===== src/rtl/gpsch_pkg.sv =====
package gpsch_pkg;
  localparam int SR_LEN   = 10;
  localparam int TAP_W    = 4;
  localparam int NUM_TAPS = 3;
  localparam int LUT_BITS = 3;

  typedef struct packed {
    logic halfTick;
    logic epoch;
    logic restart;
  } chStrobe_t;
endpackage


===== src/rtl/gpsch_ctrl.sv =====
module gpsch_ctrl
  import gpsch_pkg::*;
#(
  parameter int PHASE_W = 32
) (
  input  logic               clk,
  input  logic               rstN,
  input  logic [TAP_W-1:0]   prnTapA,
  input  logic [TAP_W-1:0]   prnTapB,
  input  logic [PHASE_W-1:0] codeStep,
  input  logic               phaseLoad,
  output chStrobe_t          stb,
  output logic               codeChip
);
  logic [PHASE_W-1:0] codeAcc;
  logic [PHASE_W:0]   codeSum;
  logic               halfSel;
  logic [SR_LEN:1]    genA, genB, genANext, genBNext;
  logic               tickNow, advNow;

  function automatic logic pickStage(input logic [SR_LEN:1] sr, input logic [TAP_W-1:0] sel);
    logic r;
    r = 1'b0;
    for (int i = 1; i <= SR_LEN; i++) begin
      if (sel == TAP_W'(i)) r = sr[i];
    end
    return r;
  endfunction

  assign codeSum  = {1'b0, codeAcc} + {1'b0, codeStep};
  assign tickNow  = codeSum[PHASE_W] && !phaseLoad;
  assign advNow   = tickNow && halfSel;
  assign genANext = {genA[SR_LEN-1:1], genA[3] ^ genA[10]};
  assign genBNext = {genB[SR_LEN-1:1],
                     genB[2] ^ genB[3] ^ genB[6] ^ genB[8] ^ genB[9] ^ genB[10]};
  assign codeChip = genA[SR_LEN] ^ pickStage(genB, prnTapA) ^ pickStage(genB, prnTapB);

  always_comb begin
    stb.halfTick = tickNow;
    stb.epoch    = advNow && (&genANext);
    stb.restart  = phaseLoad;
  end

  always_ff @(posedge clk or negedge rstN) begin
    if (!rstN) begin
      codeAcc <= '0;
      halfSel <= 1'b0;
      genA    <= '1;
      genB    <= '1;
    end else if (phaseLoad) begin
      codeAcc <= '0;
      halfSel <= 1'b0;
      genA    <= '1;
      genB    <= '1;
    end else begin
      codeAcc <= codeSum[PHASE_W-1:0];
      if (tickNow) halfSel <= !halfSel;
      if (advNow) begin
        genA <= genANext;
        genB <= genBNext;
      end
    end
  end
endmodule


===== src/rtl/gpsch_datapath.sv =====
module gpsch_datapath
  import gpsch_pkg::*;
#(
  parameter int PHASE_W = 32,
  parameter int ACC_W   = 20
) (
  input  logic                              clk,
  input  logic                              rstN,
  input  chStrobe_t                         stb,
  input  logic                              codeChip,
  input  logic                              sampleSign,
  input  logic                              sampleMag,
  input  logic [PHASE_W-1:0]                carrierStep,
  output logic [NUM_TAPS-1:0][ACC_W-1:0]    dumpI,
  output logic [NUM_TAPS-1:0][ACC_W-1:0]    dumpQ,
  output logic                              dumpValid
);
  localparam int PROD_W = 4;

  logic [PHASE_W-1:0]  carAcc;
  logic [LUT_BITS-1:0] carIdx;
  logic [NUM_TAPS-1:0] tapLine;
  logic signed [2:0]   smpVal, mixI, mixQ;
  logic signed [PROD_W-1:0] baseI, baseQ;

  function automatic logic signed [2:0] cosLut(input logic [LUT_BITS-1:0] k);
    case (k)
      3'd0, 3'd7: return 3'sd2;
      3'd1, 3'd6: return 3'sd1;
      3'd2, 3'd5: return -3'sd1;
      default:    return -3'sd2;
    endcase
  endfunction

  function automatic logic signed [2:0] negSinLut(input logic [LUT_BITS-1:0] k);
    case (k)
      3'd0, 3'd3: return -3'sd1;
      3'd1, 3'd2: return -3'sd2;
      3'd4, 3'd7: return 3'sd1;
      default:    return 3'sd2;
    endcase
  endfunction

  assign carIdx = carAcc[PHASE_W-1 -: LUT_BITS];
  assign smpVal = sampleSign ? (sampleMag ? -3'sd3 : -3'sd1) : (sampleMag ? 3'sd3 : 3'sd1);
  assign mixI   = cosLut(carIdx);
  assign mixQ   = negSinLut(carIdx);
  assign baseI  = PROD_W'(smpVal) * PROD_W'(mixI);
  assign baseQ  = PROD_W'(smpVal) * PROD_W'(mixQ);

  always_ff @(posedge clk or negedge rstN) begin
    if (!rstN) begin
      carAcc    <= '0;
      tapLine   <= '0;
      dumpValid <= 1'b0;
    end else begin
      dumpValid <= stb.epoch;
      if (stb.restart) begin
        carAcc  <= '0;
        tapLine <= '0;
      end else begin
        carAcc <= carAcc + carrierStep;
        if (stb.halfTick) tapLine <= {tapLine[NUM_TAPS-2:0], codeChip};
      end
    end
  end

  for (genvar t = 0; t < NUM_TAPS; t++) begin : g_tap
    logic [ACC_W-1:0] extI, extQ, prodI, prodQ, accI, accQ;

    assign extI  = {{(ACC_W-PROD_W){baseI[PROD_W-1]}}, baseI};
    assign extQ  = {{(ACC_W-PROD_W){baseQ[PROD_W-1]}}, baseQ};
    assign prodI = tapLine[t] ? (~extI + 1'b1) : extI;
    assign prodQ = tapLine[t] ? (~extQ + 1'b1) : extQ;

    always_ff @(posedge clk or negedge rstN) begin
      if (!rstN) begin
        accI     <= '0;
        accQ     <= '0;
        dumpI[t] <= '0;
        dumpQ[t] <= '0;
      end else if (stb.restart) begin
        accI <= '0;
        accQ <= '0;
      end else if (stb.epoch) begin
        dumpI[t] <= accI;
        dumpQ[t] <= accQ;
        accI     <= prodI;
        accQ     <= prodQ;
      end else begin
        accI <= accI + prodI;
        accQ <= accQ + prodQ;
      end
    end
  end
endmodule


===== src/rtl/gps_track_channel.sv =====
module gps_track_channel
  import gpsch_pkg::*;
#(
  parameter int PHASE_W = 32,
  parameter int ACC_W   = 20
) (
  input  logic                     clk,
  input  logic                     rstN,
  input  logic                     sampleSign,
  input  logic                     sampleMag,
  input  logic [3:0]               prnTapA,
  input  logic [3:0]               prnTapB,
  input  logic [PHASE_W-1:0]       carrierStep,
  input  logic [PHASE_W-1:0]       codeStep,
  input  logic                     phaseLoad,
  output logic signed [ACC_W-1:0]  earlyI,
  output logic signed [ACC_W-1:0]  earlyQ,
  output logic signed [ACC_W-1:0]  promptI,
  output logic signed [ACC_W-1:0]  promptQ,
  output logic signed [ACC_W-1:0]  lateI,
  output logic signed [ACC_W-1:0]  lateQ,
  output logic                     dumpValid
);
  chStrobe_t stb;
  logic      codeChip;
  logic [NUM_TAPS-1:0][ACC_W-1:0] dumpI, dumpQ;

  gpsch_ctrl #(.PHASE_W(PHASE_W)) uCtrl (
    .clk(clk), .rstN(rstN), .prnTapA(prnTapA), .prnTapB(prnTapB),
    .codeStep(codeStep), .phaseLoad(phaseLoad), .stb(stb), .codeChip(codeChip)
  );

  gpsch_datapath #(.PHASE_W(PHASE_W), .ACC_W(ACC_W)) uData (
    .clk(clk), .rstN(rstN), .stb(stb), .codeChip(codeChip),
    .sampleSign(sampleSign), .sampleMag(sampleMag), .carrierStep(carrierStep),
    .dumpI(dumpI), .dumpQ(dumpQ), .dumpValid(dumpValid)
  );

  assign earlyI  = dumpI[0];
  assign earlyQ  = dumpQ[0];
  assign promptI = dumpI[1];
  assign promptQ = dumpQ[1];
  assign lateI   = dumpI[2];
  assign lateQ   = dumpQ[2];
endmodule


===== config.mk =====
export PLATFORM = sky130hd
export DESIGN_NAME = gps_track_channel
export DESIGN_NICKNAME = d
export VERILOG_FILES = /design/src/rtl/gpsch_pkg.sv /design/src/rtl/gpsch_ctrl.sv /design/src/rtl/gpsch_datapath.sv /design/src/rtl/gps_track_channel.sv
export SDC_FILE = /design/constraint.sdc
export NUM_CORES = 1
export LEC_CHECK = 0
export BUFFER_PORTS_ARGS = -buffer_cell sky130_fd_sc_hd__buf_2
export CORE_MARGIN = 2
export CORE_UTILIZATION = 57
export DETAILED_ROUTE_END_ITERATION = 10
export MAX_ROUTING_LAYER = met4
export PLACE_DENSITY = 0.88
export SLEW_MARGIN = 30
export SYNTH_ARGS = -nofsm -noshare
export SYNTH_HDL_FRONTEND = slang
export SYNTH_SLANG_ARGS = --single-unit

===== constraint.sdc =====
create_clock -name clk -period 6.9 [get_ports clk]
set_input_delay 0.345 -clock clk [delete_from_list [all_inputs] [get_ports clk]]
set_output_delay 0.345 -clock clk [all_outputs]
set_load 0.005 [all_outputs]

==> flow_metrics.tcl <==
set metrics [dict create \
    finalHoldViolCount 0 \
    clock_latency_ns 0.54 \
    layout.filler_cells 3043 \
    grt_overflow 0 \
    avgViaCountPerCell 5.96 \
    cts_buffers 37 \
    track_usage_pct 28.9 \
    yosys.area.top_type_share_pct 36.1 \
    synth-xor-area-share_pct 6.57 \
    clock.fmax_mhz 162 \
    synth_edf_count 0 \
    vias 18600 \
    dieHeight_um 198 \
    min_period_over_period_pct 89.5 \
    hold_buffers 1 \
    clkSinkCount 329 \
    crit_path_start_kind "register" \
    first_pass_iters 5 \
    outcome "completed" \
    gp_routability_congestion 0.927 \
    core_um2 37300 \
    dieArea_um2 39200 \
    holdPathStages 3 \
    crit_path_end_kind "register" \
    drt-total-wl_um 55000 \
    synth_largest_area_cell "dfrtp_1" \
    fin_setup_tns_ns 0 \
    multi_input_area_um2 12500 \
    hold_path_class "in -> reg" \
    numPortBuffers 197 \
    async_reset_ff_share_pct 100 \
    cp.required_ns 7.35 \
    r2r_slack_ns 0.73 \
    fin_nets 2893 \
    synth_top_family_by_area "simple AND/OR/NAND/NOR gates" \
    syn_to_final_growth_pct 11.7 \
    skew_ns 0.0227 \
    yosys_warnings 0 \
    ys_seq_elements 329 \
    die_w_um 198 \
    ys_seq_area_share_pct 38.5 \
    cp_max_fo 18 \
    holdPathEnd "uCtrl.codeAcc[0]$_DFF_PN0_" \
    synth.area.top_cells "dfrtp_1 (36%), ha_1 (11%), nand2_1 (9.8%), a21oi_1 (5.7%), xnor2_1 (4.9%)" \
    stdcell_area_um2 24000 \
    reg2reg_depth 20 \
    synthMuxAreaShare_pct 1.20 \
    timing.rr.end "uData.g_tap[0].accQ[19]$_DFF_PN0_" \
    rsz0062_at_grt "false" \
    period_needed_ns 6.17 \
    dp_worst_setup_slack_ns 0.816 \
    ios 198 \
    syn-num-nets 2741 \
    tightest_slew_ns 0.969 \
    post-cts-setup-buffers 0 \
    register_area_um2 8260 \
    antenna_found_initial 5 \
    drc 0 \
    slew_headroom_pct 35.4 \
    cts_tree "built" \
    synthSimpleGateAreaFrac_pct 19.1 \
    min_from "codeStep[0]" \
    synthFlopType "dfrtp_1" \
    cts_root_buf "clkbuf_16" \
    htreeDepth 2 \
    synth_compound_area_share_pct 19.0 \
    synth_cell_types 86 \
    path_clk_slew_ns 0.06 \
    grt_pass1_vias 18400 \
    drive_gt1_share_pct 13.2 \
    synth_adder_area_share_pct 12.3 \
    hpwl_um 39200 \
    r2r-start "uData.carAcc[29]$_DFF_PN0_" \
    cts_max_path_buffers 3 \
    drtIter0Drc 1132 \
    std_cell_rows 71 \
    ctsResizeCount 0 \
    setup_viol 0 \
    arrival_ns 6.62 \
    setup.worst_path.class "reg -> reg" \
    synthCells 2459 \
    maxCapViolCount 0 \
    start_util_pct 57.5 \
    syn_area_um2 21400 \
    layout_setup_ws_ns 0.725 \
    synth_area_per_cell_um2 8.72 \
    wl_per_cell_um 17.6 \
    grt_pass1_wl_um 89500 \
    finalMaxSlewViolations 0 \
    postRouteAntennaNets 0 \
    post_dp_cell_area_um2 22700 \
    grt_max_degree 163 \
]
[critical path, cell delays in order, from the launching register on]
cell and delay [ns]:
dfrtp_1 0.40, inv_1 0.09, ha_1 0.67, nor2_1 0.10, ha_1 0.32, fa_1 0.44, xnor2_1 0.17, xnor2_2 0.38
nand3b_1 0.19, ha_1 0.38, a21oi_1 0.42, ha_1 0.38, a2111oi_0 0.45, o21ai_1 0.20, nand3_1 0.16, a31oi_1 0.17
a221oi_1 0.38, a21oi_1 0.15, xnor2_1 0.16, or3_1 0.32, a21oi_1 0.16
[cells in the mapped netlist (26+ instances only)]
library cell / instances
nand2_1: 561
dfrtp_1: 309
a21oi_1: 243
ha_1: 195
nor2_1: 181
xnor2_1: 119
o21ai_0: 82
inv_1: 68
a21o_1: 63
clkbuf_1: 61
a211oi_1: 38
xor2_1: 38
nand2b_1: 31
o21a_1: 29
a31oi_1: 26
nor3_1: 26
[kinds of logic (layout without fill, tap and decap cells)]
group / count (synthesis) / in the layout
XOR/XNOR: 159 / 159
multiplexers: 21 / 21
AND/OR/NAND/NOR: 947 / 947
AO/OA/AOI/OAI: 631 / 631
flip-flops: 329 / 329
other: 0 / 5
adder cells (fa/ha/maj): 205 / 205
buffers and inverters: 167 / 346
[stage by stage]
step	utilization [%]	std cells	hold WS, ns
after floorplan	-	2459	0.0494
after global placement	60.8	3044	0.399
after detailed placement	60.8	3044	0.413
after CTS	64.1	3111	0.151
after global routing	64.2	3117	0.175
final	64.2	3117	0.167
[state kept, by name (all words and copies together) (netlist names)]
signal            flops
uCtrl.genB           10
uData.dumpI          60
uData.carAcc         32
uData.dumpQ          60
uData.dumpValid       1
uCtrl.halfSel         1
uData.tapLine         3
uData.g_tap.accI     60
uData.g_tap.accQ     60
uCtrl.codeAcc        32
uCtrl.genA           10
[worst max-delay path by stage]
stage,slack [ns],start,depth (start not counted),to
global route,0.27,uData.carAcc[29]$_DFF_PN0_,23,uData.g_tap[2].accI[18]$_DFF_PN0_
finish,0.73,uData.carAcc[29]$_DFF_PN0_,20,uData.g_tap[0].accQ[19]$_DFF_PN0_
CTS,0.77,uData.carAcc[30]$_DFF_PN0_,24,uData.g_tap[2].accI[19]$_DFF_PN0_
floorplan,1.76,uData.carAcc[29]$_DFF_PN0_,21,uData.g_tap[0].accQ[19]$_DFF_PN0_
detailed placement,0.82,uData.carAcc[30]$_DFF_PN0_,24,uData.g_tap[2].accI[19]$_DFF_PN0_
global placement,1.05,uData.carAcc[29]$_DFF_PN0_,23,uData.g_tap[2].accI[19]$_DFF_PN0_
[cell type report]
cell class	count	share of cell area, %
multi-input cells	1963	52.1
well taps	474	2.48
inverters	71	1.13
diodes	5	0.0522
flip-flops and latches	329	34.5
repair buffers	209	4.73
clock inverters	13	0.423
clock buffers	53	4.59
[placed cells by master, fill, tap and decap left out, types with 10 or more instances in the layout]
cell and instances:
ha_1 195, clkbuf_16 39, a21oi_2 11, dfrtp_1 308, buf_2 195, inv_1 68
fa_1 10, and3_1 20, a21o_1 63, nor3_1 26, a211oi_1 38, xnor2_1 119
o21a_1 29, a21oi_1 243, a21boi_0 12, nand3_1 24, o21ai_1 17, a31oi_1 26
o21bai_1 11, or3_1 21, nand2b_1 31, xor2_1 38, nand2_1 561, a211o_1 23
nor2_1 181, o21ai_0 82, o211ai_1 13, mux2i_1 15, nor2b_1 23, dfstp_2 20
[metal layers]
layer	up-vias	part of all wire [%]	GRT usage (%)	wire, µm
met5	-	0	-	0
met4	0	3.2	10.0	1770
met3	134	7.4	5.52	4060
li1	8864	-	-	-
met1	8944	41	35.1	22600
met2	644	48	48.4	26600
Power is left out: the tool's default activity adds up to more than one toggle a clock period on the data nets, which glitch-free logic cannot reach.
